==> src/rtl/rx_ring_pkg.sv <==
package rx_ring_pkg;

  typedef enum logic [2:0] {
    ST_IDLE,
    ST_DATA,
    ST_DROP,
    ST_PAD,
    ST_HDR
  } wr_state_e;

  localparam int unsigned STAT_GOOD_BIT  = 0;
  localparam int unsigned STAT_GROUP_BIT = 5;

  function automatic logic [7:0] make_status(input logic grp);
    logic [7:0] s;
    s = '0;
    s[STAT_GOOD_BIT]  = 1'b1;
    s[STAT_GROUP_BIT] = grp;
    return s;
  endfunction

endpackage

==> src/rtl/rx_ring_space.sv <==
// Room check: is there space for one maximum-size frame between cur and bnd.
module rx_ring_space #(
  parameter int unsigned PAGE_W = 8,
  parameter int unsigned OFF_W  = 8,
  parameter int unsigned LIMIT  = 1518
) (
  input  logic [PAGE_W-1:0] start_pg,
  input  logic [PAGE_W-1:0] stop_pg,
  input  logic [PAGE_W-1:0] bnd_pg,
  input  logic [PAGE_W-1:0] cur_pg,
  output logic              full
);
  localparam int unsigned PW = PAGE_W + 1;
  localparam int unsigned BW = PW + OFF_W;

  logic [PW-1:0] free_pg;
  logic [BW-1:0] free_bytes;

  always_comb begin
    if (cur_pg < bnd_pg) begin
      free_pg = PW'(bnd_pg) - PW'(cur_pg);
    end else begin
      free_pg = (PW'(stop_pg) - PW'(start_pg)) - (PW'(cur_pg) - PW'(bnd_pg));
    end
    free_bytes = {free_pg, {OFF_W{1'b0}}};
    full       = (free_bytes < BW'(LIMIT));
  end

endmodule

==> src/rtl/rx_ring_link.sv <==
// Next-frame page: round length plus CRC room up to whole pages, wrap once.
module rx_ring_link #(
  parameter int unsigned PAGE_W    = 8,
  parameter int unsigned OFF_W     = 8,
  parameter int unsigned LEN_W     = 16,
  parameter int unsigned CRC_BYTES = 4
) (
  input  logic [PAGE_W-1:0] base_pg,
  input  logic [PAGE_W-1:0] start_pg,
  input  logic [PAGE_W-1:0] stop_pg,
  input  logic [LEN_W-1:0]  total_len,
  output logic [PAGE_W-1:0] next_pg
);
  localparam int unsigned PAGE_SZ = 1 << OFF_W;
  localparam int unsigned SW      = LEN_W + 2;
  localparam int unsigned NW      = ((SW - OFF_W) > PAGE_W ? (SW - OFF_W) : PAGE_W) + 1;

  logic [SW-1:0]      span;
  logic [SW-OFF_W-1:0] n_pages;
  logic [NW-1:0]      raw_pg;
  logic [NW-1:0]      wrap_pg;
  logic               unused_bits;

  always_comb begin
    span    = SW'(total_len) + SW'(CRC_BYTES) + SW'(PAGE_SZ - 1);
    n_pages = span[SW-1:OFF_W];
    raw_pg  = NW'(base_pg) + NW'(n_pages);
    if (raw_pg >= NW'(stop_pg)) begin
      wrap_pg = raw_pg - (NW'(stop_pg) - NW'(start_pg));
    end else begin
      wrap_pg = raw_pg;
    end
    next_pg = wrap_pg[PAGE_W-1:0];
  end

  assign unused_bits = ^{span[OFF_W-1:0], wrap_pg[NW-1:PAGE_W]};

endmodule

==> src/rtl/rx_ring_port.sv <==
// Registered byte write port plus the ring-wrapping successor address.
module rx_ring_port #(
  parameter int unsigned PAGE_W = 8,
  parameter int unsigned OFF_W  = 8,
  localparam int unsigned ADDR_W = PAGE_W + OFF_W
) (
  input  logic              clk,
  input  logic              rst_n,
  input  logic [PAGE_W-1:0] start_pg,
  input  logic [PAGE_W-1:0] stop_pg,
  input  logic              wr_en,
  input  logic [ADDR_W-1:0] wr_addr,
  input  logic [7:0]        wr_data,
  output logic [ADDR_W-1:0] succ_addr,
  output logic              mem_we,
  output logic [ADDR_W-1:0] mem_addr,
  output logic [7:0]        mem_wdata
);
  logic [ADDR_W-1:0] inc_addr;
  logic [ADDR_W-1:0] start_a;
  logic [ADDR_W-1:0] stop_a;

  always_comb begin
    start_a   = {start_pg, {OFF_W{1'b0}}};
    stop_a    = {stop_pg, {OFF_W{1'b0}}};
    inc_addr  = wr_addr + ADDR_W'(1);
    succ_addr = (inc_addr == stop_a) ? start_a : inc_addr;
  end

  always_ff @(posedge clk or negedge rst_n) begin
    if (!rst_n) begin
      mem_we    <= 1'b0;
      mem_addr  <= '0;
      mem_wdata <= '0;
    end else begin
      mem_we <= wr_en;
      if (wr_en) begin
        mem_addr  <= wr_addr;
        mem_wdata <= wr_data;
      end
    end
  end

endmodule

==> src/rtl/rx_ring_writer.sv <==
module rx_ring_writer
  import rx_ring_pkg::*;
#(
  parameter int unsigned PAGE_W    = 8,
  parameter int unsigned OFF_W     = 8,
  parameter int unsigned LEN_W     = 16,
  parameter int unsigned HDR_BYTES = 4,
  parameter int unsigned CRC_BYTES = 4,
  parameter int unsigned MIN_FRAME = 60,
  parameter int unsigned MAX_FRAME = 1514
) (
  input  logic                       clk,
  input  logic                       rst_n,
  input  logic                       rx_run,
  input  logic [PAGE_W-1:0]          ring_start_pg,
  input  logic [PAGE_W-1:0]          ring_stop_pg,
  input  logic [PAGE_W-1:0]          bnd_pg,
  input  logic                       cur_load,
  input  logic [PAGE_W-1:0]          cur_load_pg,
  input  logic                       in_valid,
  input  logic                       in_sop,
  input  logic                       in_eop,
  input  logic [7:0]                 in_data,
  output logic                       in_ready,
  output logic                       mem_we,
  output logic [PAGE_W+OFF_W-1:0]    mem_addr,
  output logic [7:0]                 mem_wdata,
  output logic [PAGE_W-1:0]          cur_pg,
  output logic [7:0]                 rx_status,
  output logic                       rx_done,
  output logic                       ring_full
);
  localparam int unsigned ADDR_W = PAGE_W + OFF_W;
  localparam int unsigned HIDX_W = $clog2(HDR_BYTES);
  localparam int unsigned ROOM   = MAX_FRAME + HDR_BYTES;

  wr_state_e         st_q, st_n;
  logic [ADDR_W-1:0] wptr_q, wptr_n;
  logic [LEN_W-1:0]  cnt_q, cnt_n, cnt_inc;
  logic [PAGE_W-1:0] fpg_q, fpg_n;
  logic              grp_q, grp_n;
  logic [HIDX_W-1:0] hidx_q, hidx_n;
  logic [PAGE_W-1:0] cur_q, cur_n;
  logic [7:0]        stat_q, stat_n;
  logic              done_q, done_n;

  logic              accept;
  logic              fin;
  logic              wr_en;
  logic [ADDR_W-1:0] wr_addr;
  logic [ADDR_W-1:0] succ_addr;
  logic [7:0]        wr_data;
  logic [LEN_W-1:0]  total_len;
  logic [PAGE_W-1:0] next_pg;
  logic [7:0]        status_byte;

  // ---------------------------------------------------------------------
  // Helpers
  // ---------------------------------------------------------------------
  rx_ring_space #(
    .PAGE_W (PAGE_W),
    .OFF_W  (OFF_W),
    .LIMIT  (ROOM)
  ) u_space (
    .start_pg (ring_start_pg),
    .stop_pg  (ring_stop_pg),
    .bnd_pg   (bnd_pg),
    .cur_pg   (cur_q),
    .full     (ring_full)
  );

  assign total_len = cnt_q + LEN_W'(HDR_BYTES);

  rx_ring_link #(
    .PAGE_W    (PAGE_W),
    .OFF_W     (OFF_W),
    .LEN_W     (LEN_W),
    .CRC_BYTES (CRC_BYTES)
  ) u_link (
    .base_pg   (fpg_q),
    .start_pg  (ring_start_pg),
    .stop_pg   (ring_stop_pg),
    .total_len (total_len),
    .next_pg   (next_pg)
  );

  rx_ring_port #(
    .PAGE_W (PAGE_W),
    .OFF_W  (OFF_W)
  ) u_port (
    .clk       (clk),
    .rst_n     (rst_n),
    .start_pg  (ring_start_pg),
    .stop_pg   (ring_stop_pg),
    .wr_en     (wr_en),
    .wr_addr   (wr_addr),
    .wr_data   (wr_data),
    .succ_addr (succ_addr),
    .mem_we    (mem_we),
    .mem_addr  (mem_addr),
    .mem_wdata (mem_wdata)
  );

  // ---------------------------------------------------------------------
  // Write address select (kept apart from the next-state logic)
  // ---------------------------------------------------------------------
  always_comb begin
    unique case (st_q)
      ST_IDLE: wr_addr = {cur_q, {OFF_W{1'b0}}} + ADDR_W'(HDR_BYTES);
      ST_HDR:  wr_addr = {fpg_q, {OFF_W{1'b0}}} + ADDR_W'(hidx_q);
      default: wr_addr = wptr_q;
    endcase
  end

  assign in_ready    = (st_q == ST_IDLE) || (st_q == ST_DATA) || (st_q == ST_DROP);
  assign accept      = in_valid && in_ready;
  assign cnt_inc     = cnt_q + LEN_W'(1);
  assign status_byte = make_status(grp_q);

  // ---------------------------------------------------------------------
  // Next-state logic
  // ---------------------------------------------------------------------
  always_comb begin
    st_n    = st_q;
    wptr_n  = wptr_q;
    cnt_n   = cnt_q;
    fpg_n   = fpg_q;
    grp_n   = grp_q;
    hidx_n  = hidx_q;
    wr_en   = 1'b0;
    wr_data = 8'h00;
    fin     = 1'b0;

    unique case (st_q)
      ST_IDLE: begin
        if (accept && in_sop) begin
          if (!rx_run || ring_full) begin
            if (!in_eop) st_n = ST_DROP;
          end else begin
            fpg_n   = cur_q;
            grp_n   = in_data[0];
            wr_en   = 1'b1;
            wr_data = in_data;
            cnt_n   = LEN_W'(1);
            wptr_n  = succ_addr;
            hidx_n  = '0;
            if (in_eop) begin
              st_n = (LEN_W'(1) < LEN_W'(MIN_FRAME)) ? ST_PAD : ST_HDR;
            end else begin
              st_n = ST_DATA;
            end
          end
        end
      end
      ST_DATA: begin
        if (accept) begin
          wr_en   = 1'b1;
          wr_data = in_data;
          cnt_n   = cnt_inc;
          wptr_n  = succ_addr;
          if (in_eop) begin
            st_n = (cnt_inc < LEN_W'(MIN_FRAME)) ? ST_PAD : ST_HDR;
          end
        end
      end
      ST_DROP: begin
        if (accept && in_eop) st_n = ST_IDLE;
      end
      ST_PAD: begin
        wr_en   = 1'b1;
        wr_data = 8'h00;
        cnt_n   = cnt_inc;
        wptr_n  = succ_addr;
        if (cnt_inc >= LEN_W'(MIN_FRAME)) st_n = ST_HDR;
      end
      ST_HDR: begin
        wr_en = 1'b1;
        unique case (hidx_q)
          HIDX_W'(0): wr_data = status_byte;
          HIDX_W'(1): wr_data = 8'(next_pg);
          HIDX_W'(2): wr_data = total_len[7:0];
          default:    wr_data = 8'(total_len >> 8);
        endcase
        hidx_n = hidx_q + HIDX_W'(1);
        if (hidx_q == HIDX_W'(HDR_BYTES - 1)) begin
          fin  = 1'b1;
          st_n = ST_IDLE;
        end
      end
      default: st_n = ST_IDLE;
    endcase

    // frame completion has priority over a host load
    if (fin) begin
      cur_n = next_pg;
    end else if (cur_load) begin
      cur_n = cur_load_pg;
    end else begin
      cur_n = cur_q;
    end
    stat_n = fin ? status_byte : stat_q;
    done_n = fin;
  end

  // ---------------------------------------------------------------------
  // Registers
  // ---------------------------------------------------------------------
  always_ff @(posedge clk or negedge rst_n) begin
    if (!rst_n) begin
      st_q   <= ST_IDLE;
      wptr_q <= '0;
      cnt_q  <= '0;
      fpg_q  <= '0;
      grp_q  <= 1'b0;
      hidx_q <= '0;
      cur_q  <= '0;
      stat_q <= '0;
      done_q <= 1'b0;
    end else begin
      st_q   <= st_n;
      wptr_q <= wptr_n;
      cnt_q  <= cnt_n;
      fpg_q  <= fpg_n;
      grp_q  <= grp_n;
      hidx_q <= hidx_n;
      cur_q  <= cur_n;
      stat_q <= stat_n;
      done_q <= done_n;
    end
  end

  assign cur_pg    = cur_q;
  assign rx_status = stat_q;
  assign rx_done   = done_q;

  // ---------------------------------------------------------------------
  // Assertions
  // ---------------------------------------------------------------------
  p_addr_in_ring_r4: assert property (@(posedge clk) disable iff (!rst_n)
    mem_we |-> (mem_addr >= {ring_start_pg, {OFF_W{1'b0}}}) &&
               (mem_addr <  {ring_stop_pg,  {OFF_W{1'b0}}}));

  p_done_single_r8: assert property (@(posedge clk) disable iff (!rst_n)
    rx_done |=> !rx_done);

  p_done_with_write_r8: assert property (@(posedge clk) disable iff (!rst_n)
    rx_done |-> mem_we);

  p_status_form_r7: assert property (@(posedge clk) disable iff (!rst_n)
    rx_done |-> (rx_status[0] && ((rx_status & 8'hDE) == 8'h00)));

  p_cur_in_ring_r3: assert property (@(posedge clk) disable iff (!rst_n)
    rx_done |-> (cur_pg >= ring_start_pg) && (cur_pg < ring_stop_pg));

  p_drop_no_write_r6: assert property (@(posedge clk) disable iff (!rst_n)
    (st_q == ST_DROP) |=> !mem_we);

  p_ready_low_after_eop_r9: assert property (@(posedge clk) disable iff (!rst_n)
    (st_q == ST_DATA && in_valid && in_eop) |=> !in_ready);

endmodule

==> config.mk <==
export PLATFORM = sky130hd
export DESIGN_NAME = rx_ring_writer
export DESIGN_NICKNAME = d
export VERILOG_FILES = /design/src/rtl/rx_ring_pkg.sv /design/src/rtl/rx_ring_space.sv /design/src/rtl/rx_ring_link.sv /design/src/rtl/rx_ring_port.sv /design/src/rtl/rx_ring_writer.sv
export SDC_FILE = /design/constraint.sdc
export NUM_CORES = 1
export LEC_CHECK = 0
export ABC_AREA = 0
export CAP_MARGIN = 15
export CORE_UTILIZATION = 40
export CTS_BUF_LIST = sky130_fd_sc_hd__clkbuf_8 sky130_fd_sc_hd__clkbuf_16
export DETAILED_ROUTE_END_ITERATION = 12
export PLACE_DENSITY_LB_ADDON = 0.05
export SLEW_MARGIN = 20
export SYNTH_ARGS = -nofsm -noshare
export SYNTH_HDL_FRONTEND = slang
export SYNTH_HIERARCHICAL = 1
export SYNTH_SLANG_ARGS = --single-unit
==> constraint.sdc <==
create_clock -name clk -period 8 [get_ports clk]
set_clock_uncertainty 0.1 [all_clocks]
set_input_delay 2 -clock clk [delete_from_list [all_inputs] [get_ports clk]]
set_output_delay 2 -clock clk [all_outputs]
set_load 0.03 [all_outputs]
==> flow_metrics.env, run 1 <==
export IMPL_status="complete, no violations"
export IMPL_finalSetupViolations=0
export IMPL_fill_cells=1966
export IMPL_p_per_area_mw_per_mm2=281.2
export IMPL_period_minus_slack_ns=7.631
export IMPL_utilization_pct=48.14
export IMPL_drc_errors=0
export IMPL_worst_ep_required_time_ns=5.90
export IMPL_io_pins=91
export IMPL_netlist_instances=947
export IMPL_async_flop_share_pct=100.0
export IMPL_switchingPower_uw=1218
export IMPL_ff2ff_path_depth=25
export IMPL_grt_pass1_wl_mm=36.60
export IMPL_core_area_sq_mm=0.01965
export IMPL_slew_violations=0
export IMPL_switching_share_pct=45.77
export IMPL_area_delta_synth_final_pct=16.63
export IMPL_endpoint_kind="output pin"
export IMPL_grt_remaining_overflow=0
export IMPL_hold_path_class="reg2reg"
export IMPL_grt_max_degree=52
export IMPL_rows=51
export IMPL_ff2ff_setup_slack_ns=0.68
export IMPL_post_drt_wl_per_cell_um=18.07
export IMPL_synth_edf_count=0
export IMPL_yosysWarnings=6
export IMPL_p_leak_uw=0.004328
export IMPL_min_delay_start="wptr_q[7]"
export IMPL_cts_inserted_buffers=9
export IMPL_first_pass_iters=6
export IMPL_regArea_sq_mm=0.002052
export IMPL_cts_clk_slew_worst_paths_ns=0.06
export IMPL_io_buffers=84
export IMPL_tritoncts="done"
export IMPL_drtIter0Drc=322
export IMPL_antenna_found_initial=0
export IMPL_hold_viol=0
export IMPL_hpwl_mm=18.04
export IMPL_cts_sinks=82
export IMPL_vias_per_cell=5.466
export IMPL_min_to="wptr_q[7]"
export IMPL_relSlewSlack_pct=33.55
export IMPL_die_x_um=144.4
export IMPL_final_antenna_net_count=0
export IMPL_nets=1136
export IMPL_peakVddDrop_mv=0.1375
export IMPL_worst_pin_slew_ns=0.9864
export IMPL_worstSetupStartpointType="input pin"
export IMPL_ys_flop_type="dfrtp_1"
export IMPL_drt_total_wl_mm=23.19
export IMPL_tns_ns=0
export IMPL_yosys_register_bits=82
export IMPL_postSynthAreaPerCell_sq_um=8.567
export IMPL_rsz0062_at_grt="false"
export IMPL_drive_above_1_share_pct=9.823
export IMPL_cts_root_buffer="clkbuf_16"
export IMPL_min_period_over_period_pct=95.39
export IMPL_die_h_um=144.4
export IMPL_syn_area_sq_mm=0.008113
export IMPL_dieArea_sq_mm=0.02086
export IMPL_clock_latency_ns=0.36
export IMPL_critical_path_class="in2out"
export IMPL_clkPwrFrac_pct=15.8
export IMPL_post_cts_buffers=0
export IMPL_yosysSeqAreaShare_pct=25.29
export IMPL_p_seq_share_pct=23.8
export IMPL_p_int_uw=1443
export IMPL_drv_cap=0
export IMPL_synth_distinct_cells=84
export IMPL_finalPower_uw=2660
export IMPL_share_comb_of_total_power_pct=60.3
export IMPL_r2r_start="cnt_q[6]"
export IMPL_grt_usage_pct=23.34
export IMPL_cp_max_fo=3
export IMPL_hold_path_depth=2
export IMPL_multi_input_area_sq_mm=0.005513
export IMPL_initial_core_util_pct=41.28
export IMPL_grt_pass1_vias=6514
export IMPL_n_antenna_cell=0
export IMPL_clk_path_buf_depth=2
export IMPL_fmax_mhz=131.0
export IMPL_place_congestion=0.8658
export IMPL_rr_endpoint="u_port/mem_wdata[7]"
export IMPL_num_vias=7013
export IMPL_htreeDepth=3
export IMPL_critical_path_arrival_ns=5.53
metal layers:
layer,vias up,wire [um],GRT usage [%]
li1,3429,-,-
met1,3419,11260,33.03
met5,-,0,0
met2,137,10650,36.99
met3,28,803,2.583
met4,0,475,7.424
logic make-up after synthesis:
kind of cell | count (synthesis) | synth area share [%]
DFF | 82 | 25.29
muxes | 70 | 9.901
other | 1 | 0.04622
xor gates and xnor gates | 70 | 7.727
AOI/OAI and AO/OA | 187 | 15.45
adders and majority gates | 75 | 13.88
buffers and inverters | 133 | 7.171
and+or+nand+nor | 329 | 20.53
metrics by stage:
stage          cells  area, sq um  setup slack (ns)  hold slack [ns]
2_1_floorplan    952         8132            0.9709           0.3374
3_3_place_gp    1268         9169            0.4138           0.3488
3_5_place_dp    1268         9169            0.3859           0.3544
4_1_cts         1283         9454            0.3653           0.3709
5_1_grt         1283         9462           0.03491           0.3878
6_report        1283         9462            0.3687           0.3667
flip-flops by register name, indices dropped and copies added (netlist names):
register / count
cnt_q: 16
u_port/mem_addr: 16
wptr_q: 16
cur_pg: 8
fpg_q: 8
u_port/mem_wdata: 8
st_q: 3
hidx_q: 2
rx_status: 2
grp_q: 1
rx_done: 1
u_port/mem_we: 1
cells in the final DEF (no fill, tap or decap), types with 6 or more instances in the layout:
cell type          n
and3_1            12
mux2_4             9
nor3_1            19
conb_1             6
a221oi_1           8
mux2i_1           24
o31ai_1            9
or3_1              6
mux2_2            35
nand4_1           16
inv_1             86
nand2_1          133
fa_1              25
ha_1              50
nand2b_1           9
nand3_1           25
o21ai_0           60
xnor2_1           44
o21a_1             7
a21oi_1           28
nor2b_1            9
buf_4             16
nor2_1            49
dfrtp_1           82
a21o_1             8
and2_1             9
xor2_1            24
clkdlybuf4s50_1   82
a31oi_1           10
o211ai_1           8
nor4_1             8
clkbuf_16          9
how the worst max path moves through the flow:
| stage | start | endpoint | slack [ns] | depth (start not counted) |
|---|---|---|---|---|
| after global routing | cnt_q[6] | u_port/mem_wdata[7] | 0.03 | 24 |
| after global placement | ring_start_pg[0] | ring_full | 0.41 | 14 |
| final | ring_start_pg[0] | ring_full | 0.37 | 14 |
| after floorplan | bnd_pg[0] | u_port/mem_addr[0] | 0.97 | 20 |
| after detailed placement | ring_start_pg[0] | ring_full | 0.39 | 14 |
| after CTS | ring_start_pg[0] | ring_full | 0.37 | 14 |
synth_stat cells (8+ instances only):
master,n,area (sq um)
nand2_1,133,499.2
inv_1,85,319.1
dfrtp_1,82,2052
o21ai_0,60,300.3
ha_1,50,625.6
nor2_1,49,183.9
xnor2_1,44,385.4
mux2_2,35,394.1
a21oi_1,28,140.1
fa_1,25,500.5
nand3_1,25,125.1
xor2_1,25,219.0
mux2i_1,24,240.2
clkbuf_1,23,86.33
nor3_1,19,95.09
nand4_1,16,100.1
and3_1,12,75.07
a31oi_1,10,62.56
and2_1,9,56.30
buf_2,9,45.04
buf_4,9,67.56
mux2_4,9,135.1
nand2b_1,9,56.30
nor2b_1,9,56.30
o31ai_1,9,67.56
a21o_1,8,60.06
a221oi_1,8,70.07
nor4_1,8,50.05
o211ai_1,8,60.06
power groups by stage:
stage,registers (uW),logic (uW),clock network [uW]
2_1_floorplan,694,1080,0
3_3_place_gp,642,1600,0
3_5_place_dp,644,1600,0
4_1_cts,637,1610,435
5_1_grt,653,1770,449
6_report,634,1600,421
critical path: stages:
cell and delay, ns:
clkdlybuf4s50_1 0.55, inv_1 0.08, fa_1 0.48, inv_1 0.05, fa_1 0.41, nand2b_1 0.19
fa_1 0.41, nor2b_1 0.20, o2111ai_1 0.18, a211o_1 0.31, o211ai_1 0.07, and4_1 0.19
a32o_2 0.27, buf_12 0.14
area by class of cell:
type | count | area share, %
tap | 265 | 3.504
timing repair buffer | 99 | 10.16
clock buffer | 9 | 2.380
multi-input combinational | 737 | 58.27
clock inverter | 6 | 0.6348
sequential | 82 | 21.69
inverter | 85 | 3.372
repair_timing:
action                                  4_1_cts  5_1_grt
endpoints found under the setup margin        0        1
hold buffers                                  0        0
resized for setup                             0        1
Power figures use the tool's default switching activity.
==> run 2: changes to the inputs <==
--- a/config.mk
+++ b/config.mk
@@ -7,7 +7,7 @@
 export LEC_CHECK = 0
 export ABC_AREA = 0
 export CAP_MARGIN = 15
-export CORE_UTILIZATION = 40
+export CORE_UTILIZATION = 53
 export CTS_BUF_LIST = sky130_fd_sc_hd__clkbuf_8 sky130_fd_sc_hd__clkbuf_16
 export DETAILED_ROUTE_END_ITERATION = 12
 export PLACE_DENSITY_LB_ADDON = 0.05
@@ -16,3 +16,4 @@
 export SYNTH_HDL_FRONTEND = slang
 export SYNTH_HIERARCHICAL = 1
 export SYNTH_SLANG_ARGS = --single-unit
+export TNS_END_PERCENT = 30
==> flow_metrics.env, run 2 (same netlist as run 1, synthesis figures left out) <==
export IMPL_tns_ns=0
export IMPL_first_pass_iters=5
export IMPL_antenna_found_initial=0
export IMPL_grt_pass1_wl_mm=34.94
export IMPL_p_leak_uw=0.004334
export IMPL_io_pins=91
export IMPL_status="complete, no violations"
export IMPL_grt_usage_pct=28.20
export IMPL_drt_total_wl_mm=21.57
export IMPL_cts_inserted_buffers=9
export IMPL_die_x_um=125.7
export IMPL_worst_pin_slew_ns=0.9173
export IMPL_io_buffers=84
export IMPL_endpoint_kind="output pin"
export IMPL_drc_errors=0
export IMPL_rsz0062_at_grt="false"
export IMPL_drtIter0Drc=437
export IMPL_cts_root_buffer="clkbuf_16"
export IMPL_use_met3_pct=3.483
export IMPL_grt_max_degree=65
export IMPL_grt_remaining_overflow=0
export IMPL_mostFrequentLayoutCells="133 x nand2_1, 85 x inv_1, 82 x dfrtp_1, 82 x clkdlybuf4s50_1, 60 x o21ai_0"
export IMPL_hpwl_mm=16.57
export IMPL_htreeDepth=3
export IMPL_grt_pass1_vias=6573
export IMPL_finalPower_uw=2667
export IMPL_place_congestion=0.9051
export IMPL_cts_resized_gates=0
export IMPL_initial_core_util_pct=54.99
export IMPL_hold_path_class="reg2reg"
export IMPL_vias_per_cell=5.933
export IMPL_period_minus_slack_ns=7.711
export IMPL_drive_above_1_share_pct=10.01
export IMPL_relSlewSlack_pct=38.85
export IMPL_grt_met2_usage_pct=45.00
export IMPL_worst_ep_required_time_ns=5.90
export IMPL_grt_met1_usage_pct=39.23
export IMPL_nets=1136
export IMPL_drv_cap=0
export IMPL_finalSetupViolations=0
export IMPL_fmax_mhz=129.7
export IMPL_tritoncts="done"
export IMPL_critical_path_class="in2out"
export IMPL_clk_path_buf_depth=2
export IMPL_layout_commonest_cell="nand2_1"
export IMPL_multi_input_area_sq_mm=0.005513
export IMPL_hold_buffers=0
export IMPL_worstSetupStartpointType="input pin"
export IMPL_peakVddDrop_mv=0.2889
export IMPL_busiest_layer="met2"
export IMPL_utilization_pct=63.58
export IMPL_clock_latency_ns=0.35
export IMPL_post_drt_wl_per_cell_um=17.93
export IMPL_critical_path_arrival_ns=5.61
export IMPL_slew_violations=0
export IMPL_regArea_sq_mm=0.002052
export IMPL_min_period_over_period_pct=96.39
export IMPL_cp_max_fo=3
export IMPL_num_vias=7138
export IMPL_final_antenna_net_count=0
export IMPL_core_area_sq_mm=0.01475
export IMPL_cts_clk_slew_worst_paths_ns=0.07
export IMPL_cts_sinks=82
export IMPL_n_antenna_cell=0
export IMPL_reg_top3="cnt_q x16, u_port/mem_addr x16, wptr_q x16"
export IMPL_rows=44
export IMPL_post_cts_buffers=0
export IMPL_dieArea_sq_mm=0.01581
export IMPL_fill_cells=1288
export IMPL_die_h_um=125.7
export IMPL_area_delta_synth_final_pct=15.62
export IMPL_p_per_area_mw_per_mm2=284.4
export IMPL_hold_viol=0
==> run 2: changes by cell type in the layout (fill, tap and decap cells not counted), sizes merged <==
cell    change
clkinv      -2
inv         +3
==> run 2: report_power, final <==
| part | internal [uW] | leakage [uW] | switching (uW) |
|---|---|---|---|
| clock network | 247 | 0.000149 | 192 |
| registers | 529 | 0.00107 | 108 |
| logic | 674 | 0.00312 | 917 |
==> run 2: critical path, stage by stage <==
cell and delay [ns]:
clkdlybuf4s50_1 0.57, inv_1 0.08, fa_1 0.48, inv_1 0.05, fa_1 0.42, nand2b_1 0.19, fa_1 0.42, nor2b_1 0.23
o2111ai_1 0.19, a211o_1 0.30, o211ai_1 0.07, and4_1 0.19, a32o_2 0.28, buf_12 0.15
==> run 2: final timing paths <==
path	end	cells after the start	startpoint	slack, ns
worst min-delay path	rx_status[0]	1	rx_status[0]	0.37
min in group asynchronous	wptr_q[4]	1	rst_n	1.41
max in group asynchronous	fpg_q[5]	2	rst_n	5.27
worst max-delay path	ring_full	14	ring_start_pg[0]	0.29
worst min register to register	rx_status[0]	1	rx_status[0]	0.37
worst max register to register	u_port/mem_wdata[7]	23	cnt_q[6]	0.60
==> run 2: layout make-up <==
cell class	count	share of cell area (%)
timing repair buffer	99	10.24
multi-input combinational	737	58.77
tap	184	2.454
clock inverter	7	0.8537
inverter	85	3.401
clock buffer	9	2.401
sequential	82	21.88
==> run 2: stage by stage <==
stage,cell area (sq um),setup WS [ns],std cells,hold slack (ns)
after floorplan,8132,0.9709,952,0.3374
after global placement,9067,0.3855,1187,0.3491
after detailed placement,9067,0.3001,1187,0.3532
after CTS,9373,0.3036,1203,0.3701
after global routing,9380,0.01537,1203,0.3847
final,9380,0.2892,1203,0.3651
==> run 2: layer usage <==
metal  share of wire (%)  vias up
li1                    -     3431
met3                 4.9       35
met4                 2.9        0
met5                   0        -
met2                  46      220
met1                  46     3452
==> run 3: changes to the inputs <==
--- a/config.mk
+++ b/config.mk
@@ -7,6 +7,7 @@
 export LEC_CHECK = 0
 export ABC_AREA = 0
 export CAP_MARGIN = 15
+export CORE_MARGIN = 5
 export CORE_UTILIZATION = 53
 export CTS_BUF_LIST = sky130_fd_sc_hd__clkbuf_8 sky130_fd_sc_hd__clkbuf_16
 export DETAILED_ROUTE_END_ITERATION = 12
==> constraint.sdc (replaced) <==
create_clock -name clk -period 9.6 [get_ports clk]
set_clock_uncertainty 0.1 [all_clocks]
set_input_delay 2.4 -clock clk [delete_from_list [all_inputs] [get_ports clk]]
set_output_delay 2.4 -clock clk [all_outputs]
set_load 0.03 [all_outputs]
==> flow_metrics.env, run 3 (same netlist as run 1, synthesis figures left out) <==
export IMPL_grt_max_degree=43
export IMPL_hpwl_mm=17.14
export IMPL_finalSetupViolations=0
export IMPL_cp_max_fo=3
export IMPL_share_comb_of_total_power_pct=59.4
export IMPL_peakVddDrop_mv=0.2026
export IMPL_clkPwrFrac_pct=16.6
export IMPL_r2r_start="cnt_q[4]"
export IMPL_critical_path_class="in2out"
export IMPL_p_int_uw=1198
export IMPL_p_seq_share_pct=24.0
export IMPL_switchingPower_uw=1025
export IMPL_period_minus_slack_ns=8.979
export IMPL_drive_above_1_share_pct=9.100
export IMPL_cts_root_buffer="clkbuf_16"
export IMPL_vias_per_cell=5.868
export IMPL_num_vias=7036
export IMPL_grt_usage_pct=25.39
export IMPL_worstSetupStartpointType="input pin"
export IMPL_fill_cells=1396
export IMPL_min_period_over_period_pct=93.53
export IMPL_whs_ns=0.3684
export IMPL_critical_path_arrival_ns=6.48
export IMPL_cts_resized_gates=0
export IMPL_hold_viol=0
export IMPL_place_congestion=0.9115
export IMPL_io_pins=91
export IMPL_critPathLaunch="ring_start_pg[0]"
export IMPL_post_cts_buffers=0
export IMPL_htreeDepth=3
export IMPL_status="complete, no violations"
export IMPL_hold_buffers=0
export IMPL_endpoint_kind="output pin"
export IMPL_drv_cap=0
export IMPL_drtIter0Drc=471
export IMPL_cts_clk_slew_worst_paths_ns=0.06
export IMPL_die_x_um=133.7
export IMPL_rsz0062_at_grt="false"
export IMPL_p_leak_uw=0.004288
export IMPL_fmax_mhz=111.4
export IMPL_post_drt_wl_per_cell_um=18.58
export IMPL_nets=1128
export IMPL_dieArea_sq_mm=0.01788
export IMPL_die_h_um=133.7
export IMPL_n_antenna_cell=0
export IMPL_relSlewSlack_pct=34.66
export IMPL_postPlaceCellArea_sq_mm=0.009002
export IMPL_stdcell_area_sq_mm=0.009311
export IMPL_antenna_found_initial=0
export IMPL_finalPower_uw=2223
export IMPL_grt_remaining_overflow=0
export IMPL_p_per_area_mw_per_mm2=238.7
export IMPL_reg_top3="cnt_q x16, u_port/mem_addr x16, wptr_q x16"
export IMPL_worst_pin_slew_ns=0.9802
export IMPL_tns_ns=0
export IMPL_initial_core_util_pct=53.76
export IMPL_io_buffers=84
export IMPL_grt_pass1_wl_mm=36.08
export IMPL_final_antenna_net_count=0
export IMPL_cts_sinks=82
export IMPL_area_delta_synth_final_pct=14.77
export IMPL_clock_latency_ns=0.35
export IMPL_core_area_sq_mm=0.01509
export IMPL_cts_inserted_buffers=9
export IMPL_mostFrequentLayoutCells="133 x nand2_1, 85 x inv_1, 83 x clkdlybuf4s50_1"
export IMPL_first_pass_iters=5
export IMPL_grt_pass1_vias=6625
export IMPL_tritoncts="done"
export IMPL_slew_violations=0
export IMPL_clk_path_buf_depth=2
export IMPL_min_delay_start="rx_status[0]"
export IMPL_worst_ep_required_time_ns=7.10
export IMPL_hold_path_class="reg2reg"
export IMPL_switching_share_pct=46.11
export IMPL_drc_errors=0
export IMPL_rows=45
export IMPL_drt_total_wl_mm=22.28
export IMPL_layout_commonest_cell="nand2_1"
-- run 3: changes by cell type in the layout (fill, tap and decap cells not counted) --
cell,change
inv_6,-1
clkdlybuf4s50_1,+1
xor2_1,+1
clkinv_2,-1
xor2_2,-1
buf_4,-8
buf_12,-1
clkinv_4,+2
-- run 3: metal layers --
layer  track usage [%]  vias to the layer above  share of wire (%)
li1                  -                     3424                  -
met3             3.663                       23                5.3
met1             36.11                     3394                 46
met4             6.686                        0                1.8
met2             40.68                      195                 47
met5                 0                        -                  0
-- run 3: stage by stage --
stage	setup WS, ns	cells	util (%)
6_report	0.6214	1199	61.71
5_1_grt	0.4679	1199	61.71
4_1_cts	0.6340	1199	61.71
3_5_place_dp	0.6612	1183	59.66
3_3_place_gp	0.7318	1183	59.66
2_1_floorplan	2.006	952	-
-- run 3: critical path, stage by stage --
cell and delay, ns:
clkdlybuf4s50_1 0.52, inv_1 0.08, fa_1 0.47, inv_1 0.05, fa_1 0.42, nand2b_1 0.19
fa_1 0.42, nor2b_1 0.21, o2111ai_1 0.20, a211o_1 0.32, o211ai_1 0.08, and4_1 0.20
a32o_2 0.23, clkdlybuf4s50_1 0.68
-- run 3: final cells by class --
cell class	count	area, sq um	share of cell area [%]
Clock buffer	9	225.2	2.419
Inverter	85	319.1	3.426
Timing Repair Buffer	91	890.9	9.567
Sequential cell	82	2052	22.04
Multi-Input combinational cell	737	5505	59.12
Clock inverter	7	83.83	0.9003
Tap cell	188	235.2	2.526
-- run 3: worst paths after layout --
path                                             to  slack (ns)  cells past startpoint
worst max-delay path                      ring_full        0.62                     14
worst min-delay path                   rx_status[0]        0.37                      1
worst max register to register  u_port/mem_wdata[7]        1.71                     25
worst min register to register         rx_status[0]        0.37                      1
max in group asynchronous                 cur_pg[3]        6.47                      2
min in group asynchronous        u_port/mem_addr[5]        1.93                      1
-- run 3: power groups by stage --
stage,clock [uW],combinational (uW),sequential [uW]
final,369,1320,533
after global placement,0,1300,537
after global routing,389,1460,549
after detailed placement,0,1310,539
after floorplan,0,898,579
after CTS,375,1320,533
